## src/rtl/tce_seq_pkg.sv

```systemverilog
package tce_seq_pkg;
  localparam int ADDR_W = 64;
  localparam int SH_W   = 6;

  typedef enum logic [1:0] {SQ_IDLE, SQ_REQ, SQ_WAIT, SQ_WRITE} seq_state_e;

  localparam logic KIND_FILL = 1'b0;
  localparam logic KIND_LIST = 1'b1;
  localparam logic ST_OK     = 1'b0;
  localparam logic ST_PARAM  = 1'b1;

  // Page size for a given exponent.
  function automatic logic [ADDR_W-1:0] page_step(input logic [SH_W-1:0] sh);
    return {{(ADDR_W-1){1'b0}}, 1'b1} << sh;
  endfunction

  // Round an address down to its page boundary.
  function automatic logic [ADDR_W-1:0] page_base(input logic [ADDR_W-1:0] a,
                                                  input logic [SH_W-1:0] sh);
    return a & ~(page_step(sh) - 1'b1);
  endfunction

  // Reverse byte order of a 64-bit word (memory order to big-endian value).
  function automatic logic [63:0] byte_rev(input logic [63:0] d);
    logic [63:0] r;
    for (int b = 0; b < 8; b++) r[8*b +: 8] = d[8*(7-b) +: 8];
    return r;
  endfunction
endpackage

```

## src/rtl/tce_win_match.sv

```systemverilog
module tce_win_match
  import tce_seq_pkg::*;
#(
  parameter int NUM_WIN = 2,
  parameter int CNT_W   = 32,
  localparam int SEL_W  = (NUM_WIN > 1) ? $clog2(NUM_WIN) : 1
) (
  input  logic [63:0]            window,
  input  logic [NUM_WIN*32-1:0]  win_ids,
  input  logic [NUM_WIN*CNT_W-1:0] win_sizes,
  input  logic [NUM_WIN*SH_W-1:0]  win_shifts,
  output logic                   hit,
  output logic [SEL_W-1:0]       sel,
  output logic [CNT_W-1:0]       size,
  output logic [SH_W-1:0]        shift
);
  logic [NUM_WIN-1:0] eq;

  for (genvar w = 0; w < NUM_WIN; w++) begin : g_cmp
    assign eq[w] = (window[31:0] == win_ids[32*w +: 32]);
  end

  // Lowest matching position wins: scan downward so the last write is the lowest.
  always_comb begin
    sel   = '0;
    size  = '0;
    shift = '0;
    for (int w = NUM_WIN-1; w >= 0; w--) begin
      if (eq[w]) begin
        sel   = SEL_W'(w);
        size  = win_sizes[CNT_W*w +: CNT_W];
        shift = win_shifts[SH_W*w +: SH_W];
      end
    end
  end

  assign hit = (|eq) && (window[63:32] == 32'd0);
endmodule

```

## src/rtl/tce_cmd_check.sv

```systemverilog
module tce_cmd_check
  import tce_seq_pkg::*;
#(
  parameter int CNT_W      = 32,
  parameter int MAX_LIST   = 512,
  parameter int LIST_ALIGN = 12
) (
  input  logic              kind,
  input  logic              win_hit,
  input  logic [CNT_W-1:0]  win_size,
  input  logic [CNT_W-1:0]  count,
  input  logic [63:0]       list_addr,
  output logic              bad
);
  logic fill_over, list_over, list_misal, no_pages;

  assign no_pages   = (count == '0);
  assign fill_over  = (kind == KIND_FILL) && (count > win_size);
  assign list_over  = (kind == KIND_LIST) && (count > CNT_W'(MAX_LIST));
  assign list_misal = (kind == KIND_LIST) && (list_addr[LIST_ALIGN-1:0] != '0);
  assign bad        = !win_hit || no_pages || fill_over || list_over || list_misal;
endmodule

```

## src/rtl/tce_bulk_seq.sv

```systemverilog
module tce_bulk_seq
  import tce_seq_pkg::*;
#(
  parameter int NUM_WIN    = 2,
  parameter int CNT_W      = 32,
  parameter int MAX_LIST   = 512,
  parameter int LIST_ALIGN = 12,
  localparam int SEL_W     = (NUM_WIN > 1) ? $clog2(NUM_WIN) : 1
) (
  input  logic                     clk,
  input  logic                     rst_n,
  input  logic                     cmd_valid,
  output logic                     cmd_ready,
  input  logic                     cmd_kind,
  input  logic [63:0]              cmd_window,
  input  logic [63:0]              cmd_bus_addr,
  input  logic [63:0]              cmd_operand,
  input  logic [CNT_W-1:0]         cmd_count,
  output logic                     done,
  output logic                     status,
  output logic [CNT_W-1:0]         last_index,
  input  logic [NUM_WIN*32-1:0]    win_ids,
  input  logic [NUM_WIN*CNT_W-1:0] win_sizes,
  input  logic [NUM_WIN*6-1:0]     win_shifts,
  output logic                     tw_en,
  output logic [SEL_W-1:0]         tw_sel,
  output logic [63:0]              tw_addr,
  output logic [63:0]              tw_data,
  input  logic                     tw_err,
  output logic                     rd_req,
  output logic [63:0]              rd_addr,
  input  logic                     rd_ack,
  input  logic                     rd_valid,
  input  logic [63:0]              rd_data
);
  seq_state_e        state_q;
  logic              kind_q, done_q, status_q;
  logic [SEL_W-1:0]  sel_q;
  logic [SH_W-1:0]   shift_q;
  logic [CNT_W-1:0]  cnt_q, idx_q, last_q;
  logic [63:0]       addr_q, oper_q, list_q;

  logic              m_hit, chk_bad;
  logic [SEL_W-1:0]  m_sel;
  logic [CNT_W-1:0]  m_size;
  logic [SH_W-1:0]   m_shift;

  tce_win_match #(.NUM_WIN(NUM_WIN), .CNT_W(CNT_W)) u_match (
    .window(cmd_window), .win_ids(win_ids), .win_sizes(win_sizes),
    .win_shifts(win_shifts), .hit(m_hit), .sel(m_sel), .size(m_size),
    .shift(m_shift)
  );

  tce_cmd_check #(.CNT_W(CNT_W), .MAX_LIST(MAX_LIST), .LIST_ALIGN(LIST_ALIGN)) u_check (
    .kind(cmd_kind), .win_hit(m_hit), .win_size(m_size), .count(cmd_count),
    .list_addr(cmd_operand), .bad(chk_bad)
  );

  // Named events for the assertions.
  logic cmd_take, wr_fault, last_entry;
  assign cmd_take   = (state_q == SQ_IDLE) && cmd_valid;
  assign wr_fault   = tw_en && tw_err;
  assign last_entry = (idx_q == cnt_q - 1'b1);

  always_ff @(posedge clk or negedge rst_n) begin
    if (!rst_n) begin
      state_q  <= SQ_IDLE;
      kind_q   <= KIND_FILL;
      done_q   <= 1'b0;
      status_q <= ST_PARAM;
      sel_q    <= '0;
      shift_q  <= '0;
      cnt_q    <= '0;
      idx_q    <= '0;
      last_q   <= '0;
      addr_q   <= '0;
      oper_q   <= '0;
      list_q   <= '0;
    end else begin
      done_q <= 1'b0;
      unique case (state_q)
        SQ_IDLE: if (cmd_valid) begin
          if (chk_bad) begin
            done_q   <= 1'b1;
            status_q <= ST_PARAM;
            last_q   <= '0;
          end else begin
            kind_q  <= cmd_kind;
            sel_q   <= m_sel;
            shift_q <= m_shift;
            cnt_q   <= cmd_count;
            idx_q   <= '0;
            addr_q  <= page_base(cmd_bus_addr, m_shift);
            oper_q  <= cmd_operand;
            list_q  <= cmd_operand;
            state_q <= (cmd_kind == KIND_LIST) ? SQ_REQ : SQ_WRITE;
          end
        end
        SQ_REQ: if (rd_ack) state_q <= SQ_WAIT;
        SQ_WAIT: if (rd_valid) begin
          oper_q  <= byte_rev(rd_data);
          state_q <= SQ_WRITE;
        end
        SQ_WRITE: begin
          if (tw_err) begin
            done_q   <= 1'b1;
            status_q <= ST_PARAM;
            last_q   <= (idx_q == '0) ? '0 : idx_q - 1'b1;
            state_q  <= SQ_IDLE;
          end else if (last_entry) begin
            done_q   <= 1'b1;
            status_q <= ST_OK;
            last_q   <= idx_q;
            state_q  <= SQ_IDLE;
          end else begin
            idx_q   <= idx_q + 1'b1;
            addr_q  <= addr_q + page_step(shift_q);
            list_q  <= list_q + 64'd8;
            state_q <= (kind_q == KIND_LIST) ? SQ_REQ : SQ_WRITE;
          end
        end
        default: state_q <= SQ_IDLE;
      endcase
    end
  end

  assign cmd_ready  = (state_q == SQ_IDLE);
  assign done       = done_q;
  assign status     = status_q;
  assign last_index = last_q;
  assign tw_en      = (state_q == SQ_WRITE);
  assign tw_sel     = sel_q;
  assign tw_addr    = addr_q;
  assign tw_data    = oper_q;
  assign rd_req     = (state_q == SQ_REQ);
  assign rd_addr    = list_q;


  done_pulse_chk: assert property (@(posedge clk) disable iff (!rst_n)
    done |=> !done);

  zero_count_chk: assert property (@(posedge clk) disable iff (!rst_n)
    cmd_take && (cmd_count == '0) |=> done && (status == ST_PARAM) && !tw_en);

  fault_stops_chk: assert property (@(posedge clk) disable iff (!rst_n)
    wr_fault |=> done && (status == ST_PARAM) && !tw_en);

  read_hold_chk: assert property (@(posedge clk) disable iff (!rst_n)
    rd_req && !rd_ack |=> rd_req && $stable(rd_addr));

  success_index_chk: assert property (@(posedge clk) disable iff (!rst_n)
    done && (status == ST_OK) |-> last_index == cnt_q - 1'b1);
endmodule

```

## config.mk

```make
export PLATFORM = sky130hd
export DESIGN_NAME = tce_bulk_seq
export DESIGN_NICKNAME = d
export VERILOG_FILES = /design/src/rtl/tce_seq_pkg.sv /design/src/rtl/tce_win_match.sv /design/src/rtl/tce_cmd_check.sv /design/src/rtl/tce_bulk_seq.sv
export SDC_FILE = /design/constraint.sdc
export NUM_CORES = 1
export LEC_CHECK = 0
export BUFFER_PORTS_ARGS = -buffer_cell sky130_fd_sc_hd__buf_2
export CAP_MARGIN = 10
export CORE_ASPECT_RATIO = 0.9
export CORE_MARGIN = 2
export CORE_UTILIZATION = 35
export CTS_CLUSTER_SIZE = 8
export DETAILED_ROUTE_END_ITERATION = 8
export MAX_ROUTING_LAYER = met4
export SYNTH_ARGS = -nofsm -noshare
export SYNTH_HDL_FRONTEND = slang
export SYNTH_SLANG_ARGS = --single-unit
```

## constraint.sdc

```tcl
create_clock -name clk -period 10.29 [get_ports clk]
set_clock_uncertainty 0.1 [all_clocks]
set_input_delay 2.5725 -clock clk [delete_from_list [all_inputs] [get_ports clk]]
set_output_delay 2.5725 -clock clk [all_outputs]
set_load 0.01 [all_outputs]
```

# Word-level counts from Yosys, hierarchy flattened

Index checks and enable logic that the tools add are counted.

Add/sub/neg operators: 6
Order comparisons: 2
Equality and inequality tests: 14
Shifts and indexed selects: 2
Muxes and demuxes: 48
Bitwise operators: 4
Reductions and logical operators: 22

Operators with widths:

| kind                                                 | number |
|---|---|
| two-way mux 64 bit                                   | 9 |
| one-hot mux 64 bit (2 select lines)                  | 3 |
| two-way mux 32 bit                                   | 11 |
| one-hot mux 32 bit (2 select lines)                  | 2 |
| << shifter 1 x 6 -> 64 bit, first input constant     | 2 |
| equality test 32 bit                                 | 3 |
| zero test 32 bit                                     | 3 |
| adder 64 x 4 -> 64 bit, second input constant        | 1 |
| adder 64 bit                                         | 1 |
| AND 64 bit                                           | 1 |
| inverter 64 bit                                      | 1 |
| subtractor 32 x 1 -> 32 bit, second input constant   | 2 |
| subtractor 64 x 1 -> 64 bit, second input constant   | 1 |
| adder 32 x 1 -> 32 bit, second input constant        | 1 |
| > comparator 32 x 10 -> 1 bit, second input constant | 1 |
| > comparator 32 bit                                  | 1 |
| two-way mux 2 bit                                    | 8 |
| two-way mux 6 bit                                    | 2 |
| AND reduction 4 bit                                  | 3 |
| nonzero test 12 bit                                  | 1 |
| two-way mux 1 bit                                    | 10 |
| != test 2 bit, second input constant                 | 5 |
| one-hot mux 2 bit (4 select lines)                   | 1 |
| AND reduction 5 bit                                  | 1 |
| other kinds (13)                                     | 24 |

Register bits after elaboration: 300
Bits of input ports: 435
Output and inout port bits: 230
Logic and storage cells: 110

# Longest topological paths before layout

Word-level depth: 11
Depth in mapped cells: 28
Gate-level depth less buffers: 18

# By module

From an unflattened synthesis, not the netlist that was laid out.

Cells, all modules: 2987
Area total of the unflattened synthesis: 23915.4 um^2

By module, submodules not included:

| module        | instances | cells each | area an instance (um^2) | sequential area each (um^2) |
|---|---|---|---|---|
| tce_bulk_seq  | 1         | 2626       | 21390.5                 | 7508.5 |
| tce_win_match | 1         | 224        | 1567.8                  | 0.0 |
| tce_cmd_check | 1         | 137        | 957.2                   | 0.0 |

# Worst setup path after synthesis

No wires, ideal clock.

Path type: input-to-reg
From: in win_ids[47]
To: reg idx_q[11]
Arrival time: 7.833 ns
Required time: 10.058 ns
Slack: 2.225 ns
Stages: 24
Path buffers: 8
Path through: xor2_1 nor4_1 nand4_1 nor2_1 clkbuf_1 buf_1 clkbuf_1 clkbuf_1 clkbuf_1 and3_1 a21oi_1 ha_1 a211oi_1 o21bai_1 a211oi_1 o21a_1 o2111ai_1 o21ai_0 nand4_1 clkbuf_1 nor2_1 clkbuf_1 clkbuf_1 nor2_1

Longest elaborated chain between the ends: 10
Elaborated cells between the ends (all ways): 14
Those cells by class: order compare (1); eq/ne (2); mux (2); reduce/logical (9)

Ends and longest elaborated chain:

| element                                                  | RTL line                                 | RTL |
|---|---|---|
| from (decl)                                              | tce_bulk_seq.sv:22                       | `input logic [NUM_WIN*32-1:0] win_ids,` |
| equality test 32 bit *                                   | tce_win_match.sv:20                      | `assign eq[w] = (window[31:0] == win_ids[32*w +: 32]);` |
| two-way mux 32 bit or OR reduction 2 bit (tied branches) | tce_win_match.sv:29, tce_win_match.sv:37 |  |
| two-way mux 32 bit or logical AND 1 bit (tied branches)  | tce_win_match.sv:29, tce_win_match.sv:37 |  |
| > comparator 32 bit or zero test 1 bit (tied branches)   | tce_cmd_check.sv:18, tce_cmd_check.sv:21 |  |
| logical AND 1 bit or logical OR 1 bit (tied branches)    | tce_cmd_check.sv:18, tce_cmd_check.sv:21 |  |
| logical OR 1 bit * (3 in series)                         | tce_cmd_check.sv:21                      | `assign bad = !win_hit \|\| no_pages \|\| fill_over \|\| list_over \|\| list_misal;` |
| != test 2 bit (no line) *                                | -                                        |  |
| AND reduction 5 bit (no line) *                          | -                                        |  |
| to (signal assigned)                                     | tce_bulk_seq.sv:116                      | `idx_q <= idx_q + 1'b1;` |
| to (decl)                                                | tce_bulk_seq.sv:40                       | `logic [CNT_W-1:0] cnt_q, idx_q, last_q;` |

Every way passes the cells marked *; elsewhere a longest branch is shown, timed or not.
A chain may end at the register's enable or synchronous reset.

# Worst setup path in the final report

From: in cmd_window[23]
To: reg addr_q[56], in the netlist tw_addr[56]

Longest elaborated chain between the ends: 10
Elaborated cells between the ends (all ways): 24
Those cells by class: add/sub (1); order compare (1); eq/ne (3); shift (1); mux (7); bitwise (2); reduce/logical (9)

Ends and longest elaborated chain:

| element                                                                    | RTL line                                | RTL |
|---|---|---|
| from (decl)                                                                | tce_bulk_seq.sv:15                      | `input logic [63:0] cmd_window,` |
| equality test 32 bit                                                       | tce_win_match.sv:20                     |  |
| two-way mux 6 bit (tied with other cells) (2 in series)                    | tce_win_match.sv:29                     | `if (eq[w]) begin` |
| << shifter 1 x 6 -> 64 bit (tied with other cells)                         | tce_seq_pkg.sv:14                       | `return {{(ADDR_W-1){1'b0}}, 1'b1} << sh;` |
| subtractor 64 x 1 -> 64 bit (tied with other cells)                        | tce_seq_pkg.sv:20                       | `return a & ~(page_step(sh) - 1'b1);` |
| inverter 64 bit or logical OR 1 bit (tied branches)                        | tce_seq_pkg.sv:20, tce_cmd_check.sv:21  |  |
| AND 64 bit or logical OR 1 bit (tied branches)                             | tce_seq_pkg.sv:20, tce_cmd_check.sv:21  |  |
| two-way mux 64 bit or logical OR 1 bit (tied branches)                     | tce_bulk_seq.sv:83, tce_cmd_check.sv:21 |  |
| two-way mux 64 bit or != test 2 bit (tied branches)                        | -                                       |  |
| one-hot mux 64 bit (2 select lines) or AND reduction 5 bit (tied branches) | -                                       |  |
| to (signal assigned)                                                       | tce_bulk_seq.sv:93                      | `addr_q <= page_base(cmd_bus_addr, m_shift);` |
| to (signal assigned)                                                       | tce_bulk_seq.sv:117                     | `addr_q <= addr_q + page_step(shift_q);` |
| to (decl)                                                                  | tce_bulk_seq.sv:41                      | `logic [63:0] addr_q, oper_q, list_q;` |

Parallel ways exist; a longest one is shown, timed or not. The select of a mux whose other input is x is not followed.

==> metrics.yaml <==
fmaxAchievable_mhz: 121
vias: 26275
synth_ff_type: "dfrtp_1"
worstMarginPinSlew_ns: 1.22
final_common_cell: "buf_2"
io_buffers: 664
dieWidth_um: 282
met2_wirelength_um: 46700
hold_path.class: "register to register"
grt_use_total_pct: 28.3
worst-path-max-fanout: 61
ant_nets: 0
drv_cap: 0
cts_setup_buffers: 0
final_max_slew_viol_count: 0
async_flop_share_pct: 100
met3_length_um: 8910
cp.required_ns: 10.63
clock-sinks: 300
rsz0062_at_grt: "no"
cts_tree: "done"
p_leak_uw: 0.0137
yosysUniqueCellTypes: 89
clkLatencyLatePin_ns: 0.59
drt-met1-wl_um: 42300
worst_hold_slack_ns: 0.370
syn_nets: 3617
cts.repair.resized: 0
synth_cells: 3076
dp_cells: 4506
place_area_um2: 28500
startpoint: "cmd_window[23]"
fin_crit_sh_pct: 80.3
p_total_uw: 6120
cts_root_buffer: "clkbuf_16"
yosysWarningCount: 0
r2r_end: "tw_addr[61]$_DFFE_PN0P_"
start_util_pct: 35.4
drt-total-wl_um: 102000
powerDensity_nw_per_um2: 205
r2r-start: "shift_q[3]$_DFFE_PN0P_"
grt_overflow: 0
fin_cells: 4582
final_cell_mix: "663 x buf_2, 345 x nand2_1, 299 x dfrtp_1"
drive_above_1_share_pct: 23.0
endpoint_kind: "register"
grt_pass1_wl_um: 151000
antenna_found_initial: 7
cp-endpoint: "tw_addr[56]$_DFFE_PN0P_"
dieArea_um2: 71800
status: "completed"
yosysSeqAreaShare_pct: 30.8
dr.pass1.iters: 6
r2r_slack_ns: 4.82
timing.slew.headroom_pct: 18.6
first_iter_violations: 2447
dp_hpwl_um: 79600
area_growth_pct: 22.3
period_needed_ns: 8.27
final_nets: 4164
ir_drop_uv: 180
ctsHoldBuffers: 0
ys_ff_latch: 300
cts-htree-levels: 2
drc: 0
rows: 91
grt_pass1_vias: 24302
finalInstanceArea_um2: 29800
routedWlPerCell_um: 22.3
place.gp.congestion: 0.989
syn_avg_cell_area_um2: 7.92
synth_area_um2: 24400
cts_buffers: 45
start_kind: "input port"
coreArea_um2: 68800
setup_violations: 0
synth_edf_count: 0
die_y_um: 254
path_class: "input port to register"
r2r_cells: 14
clk_pin_slew_ns: 0.05
cp.arrival_ns: 8.61
clk_path_buf_depth: 3
dr.max_layer_used: "met4"
grt_max_degree: 129
final_hold_viol_count: 0
vias_per_cell: 5.73
fin_tns_setup_ns: 0
io_pins: 665
[logic make-up after synthesis]
family                     synth area share [%]
and+or+nand+nor                            24.0
DFF                                        30.8
AOI/OAI and AO/OA                          22.2
adders and majority gates                  5.47
buffers and inverters                      4.26
xor gates and xnor gates                   7.83
muxes                                      5.42
[state kept, by name (all words and copies together) (netlist names), 2 cells and up]
register,flops
state_q,2
tw_data,64
shift_q,6
idx_q,32
last_index,32
rd_addr,64
tw_addr,64
cnt_q,32
[cell usage after synthesis, types with 8 or more instances]
| cell type | number | area share (%) |
|---|---|---|
| mux2i_1 | 87 | 3.6 |
| o21bai_1 | 17 | 0.52 |
| nand4_1 | 60 | 1.5 |
| o2111ai_1 | 10 | 0.36 |
| nand3_1 | 142 | 2.9 |
| nand2_1 | 346 | 5.3 |
| a31o_2 | 15 | 0.54 |
| nor2_1 | 263 | 4.1 |
| xnor2_1 | 93 | 3.3 |
| a41o_1 | 8 | 0.33 |
| o21ai_1 | 41 | 0.84 |
| nand2b_1 | 19 | 0.49 |
| inv_1 | 61 | 0.94 |
| o21ai_0 | 203 | 4.2 |
| o21a_1 | 11 | 0.34 |
| o211ai_1 | 28 | 0.86 |
| nor3_1 | 89 | 1.8 |
| or3_1 | 21 | 0.54 |
| or4_1 | 22 | 0.68 |
| a41oi_1 | 12 | 0.43 |
| a21oi_1 | 225 | 4.6 |
| o22ai_1 | 61 | 1.6 |
| dfrtp_1 | 299 | 31 |
| ha_1 | 105 | 5.4 |
| nor2b_1 | 20 | 0.51 |
| and2_1 | 23 | 0.59 |
| mux2_2 | 39 | 1.8 |
| and4_1 | 9 | 0.32 |
| and3_1 | 71 | 1.8 |
| o311ai_0 | 9 | 0.32 |
| nor4_1 | 68 | 1.7 |
| buf_2 | 37 | 0.76 |
| a211oi_1 | 20 | 0.62 |
| nor3b_1 | 12 | 0.37 |
| a31oi_1 | 47 | 1.2 |
| or2_2 | 10 | 0.26 |
| a21o_1 | 36 | 1.1 |
| o31ai_1 | 46 | 1.4 |
| xor2_1 | 125 | 4.5 |
| clkbuf_1 | 147 | 2.3 |
[where the power goes]
group	internal (µW)	total, µW	switching, µW
Sequential	1550	1920	374
Combinational	1040	2780	1740
Clock	834	1420	586
[how the worst min path moves through the flow]
stage	startpoint	to	cells past startpoint
floorplan	kind_q$_DFFE_PN0P_	kind_q$_DFFE_PN0P_	2
global placement	last_index[31]$_DFFE_PN0P_	last_index[31]$_DFFE_PN0P_	2
detailed placement	last_index[27]$_DFFE_PN0P_	last_index[27]$_DFFE_PN0P_	2
CTS	last_index[13]$_DFFE_PN0P_	last_index[13]$_DFFE_PN0P_	2
global route	tw_data[36]$_DFFE_PN0P_	tw_data[36]$_DFFE_PN0P_	2
finish	last_index[13]$_DFFE_PN0P_	last_index[13]$_DFFE_PN0P_	2
[stage by stage]
stage / util [%] / setup slack (ns)
floorplan: - / 2.22
detailed placement: 41.4 / 1.46
CTS: 43.3 / 2.07
global route: 43.3 / 1.54
finish: 43.3 / 2.02
global placement: 41.4 / 1.61
[layout make-up]
type	count	area [µm²]
repair buffers	696	3650
flip-flops and latches	300	7510
clock buffers	63	1200
inverters	62	233
fillers	7168	39000
well taps	930	1160
multi-input cells	2518	15900
diodes	7	17.5
clock inverters	6	109
[critical path: stages]
cell	delay [ns]
buf_2	0.15
xor2_1	0.47
nor4_1	0.14
nand4_1	0.10
buf_4	0.24
or2_2	0.51
buf_4	0.58
nor2_1	0.10
a31oi_1	0.65
inv_1	0.28
nand2_1	0.14
ha_1	0.23
o311ai_0	0.33
o21bai_2	0.43
nor3_1	0.73
o211ai_1	0.37
xnor2_1	0.22
a221o_1	0.32
[layer usage]
metal | GRT usage (%) | up-vias
li1 | - | 12462
met1 | 35.9 | 12443
met2 | 44.6 | 1203
met3 | 5.24 | 167
met4 | 11.0 | 0
met5 | - | -
(Power assumes the default switching activity.)
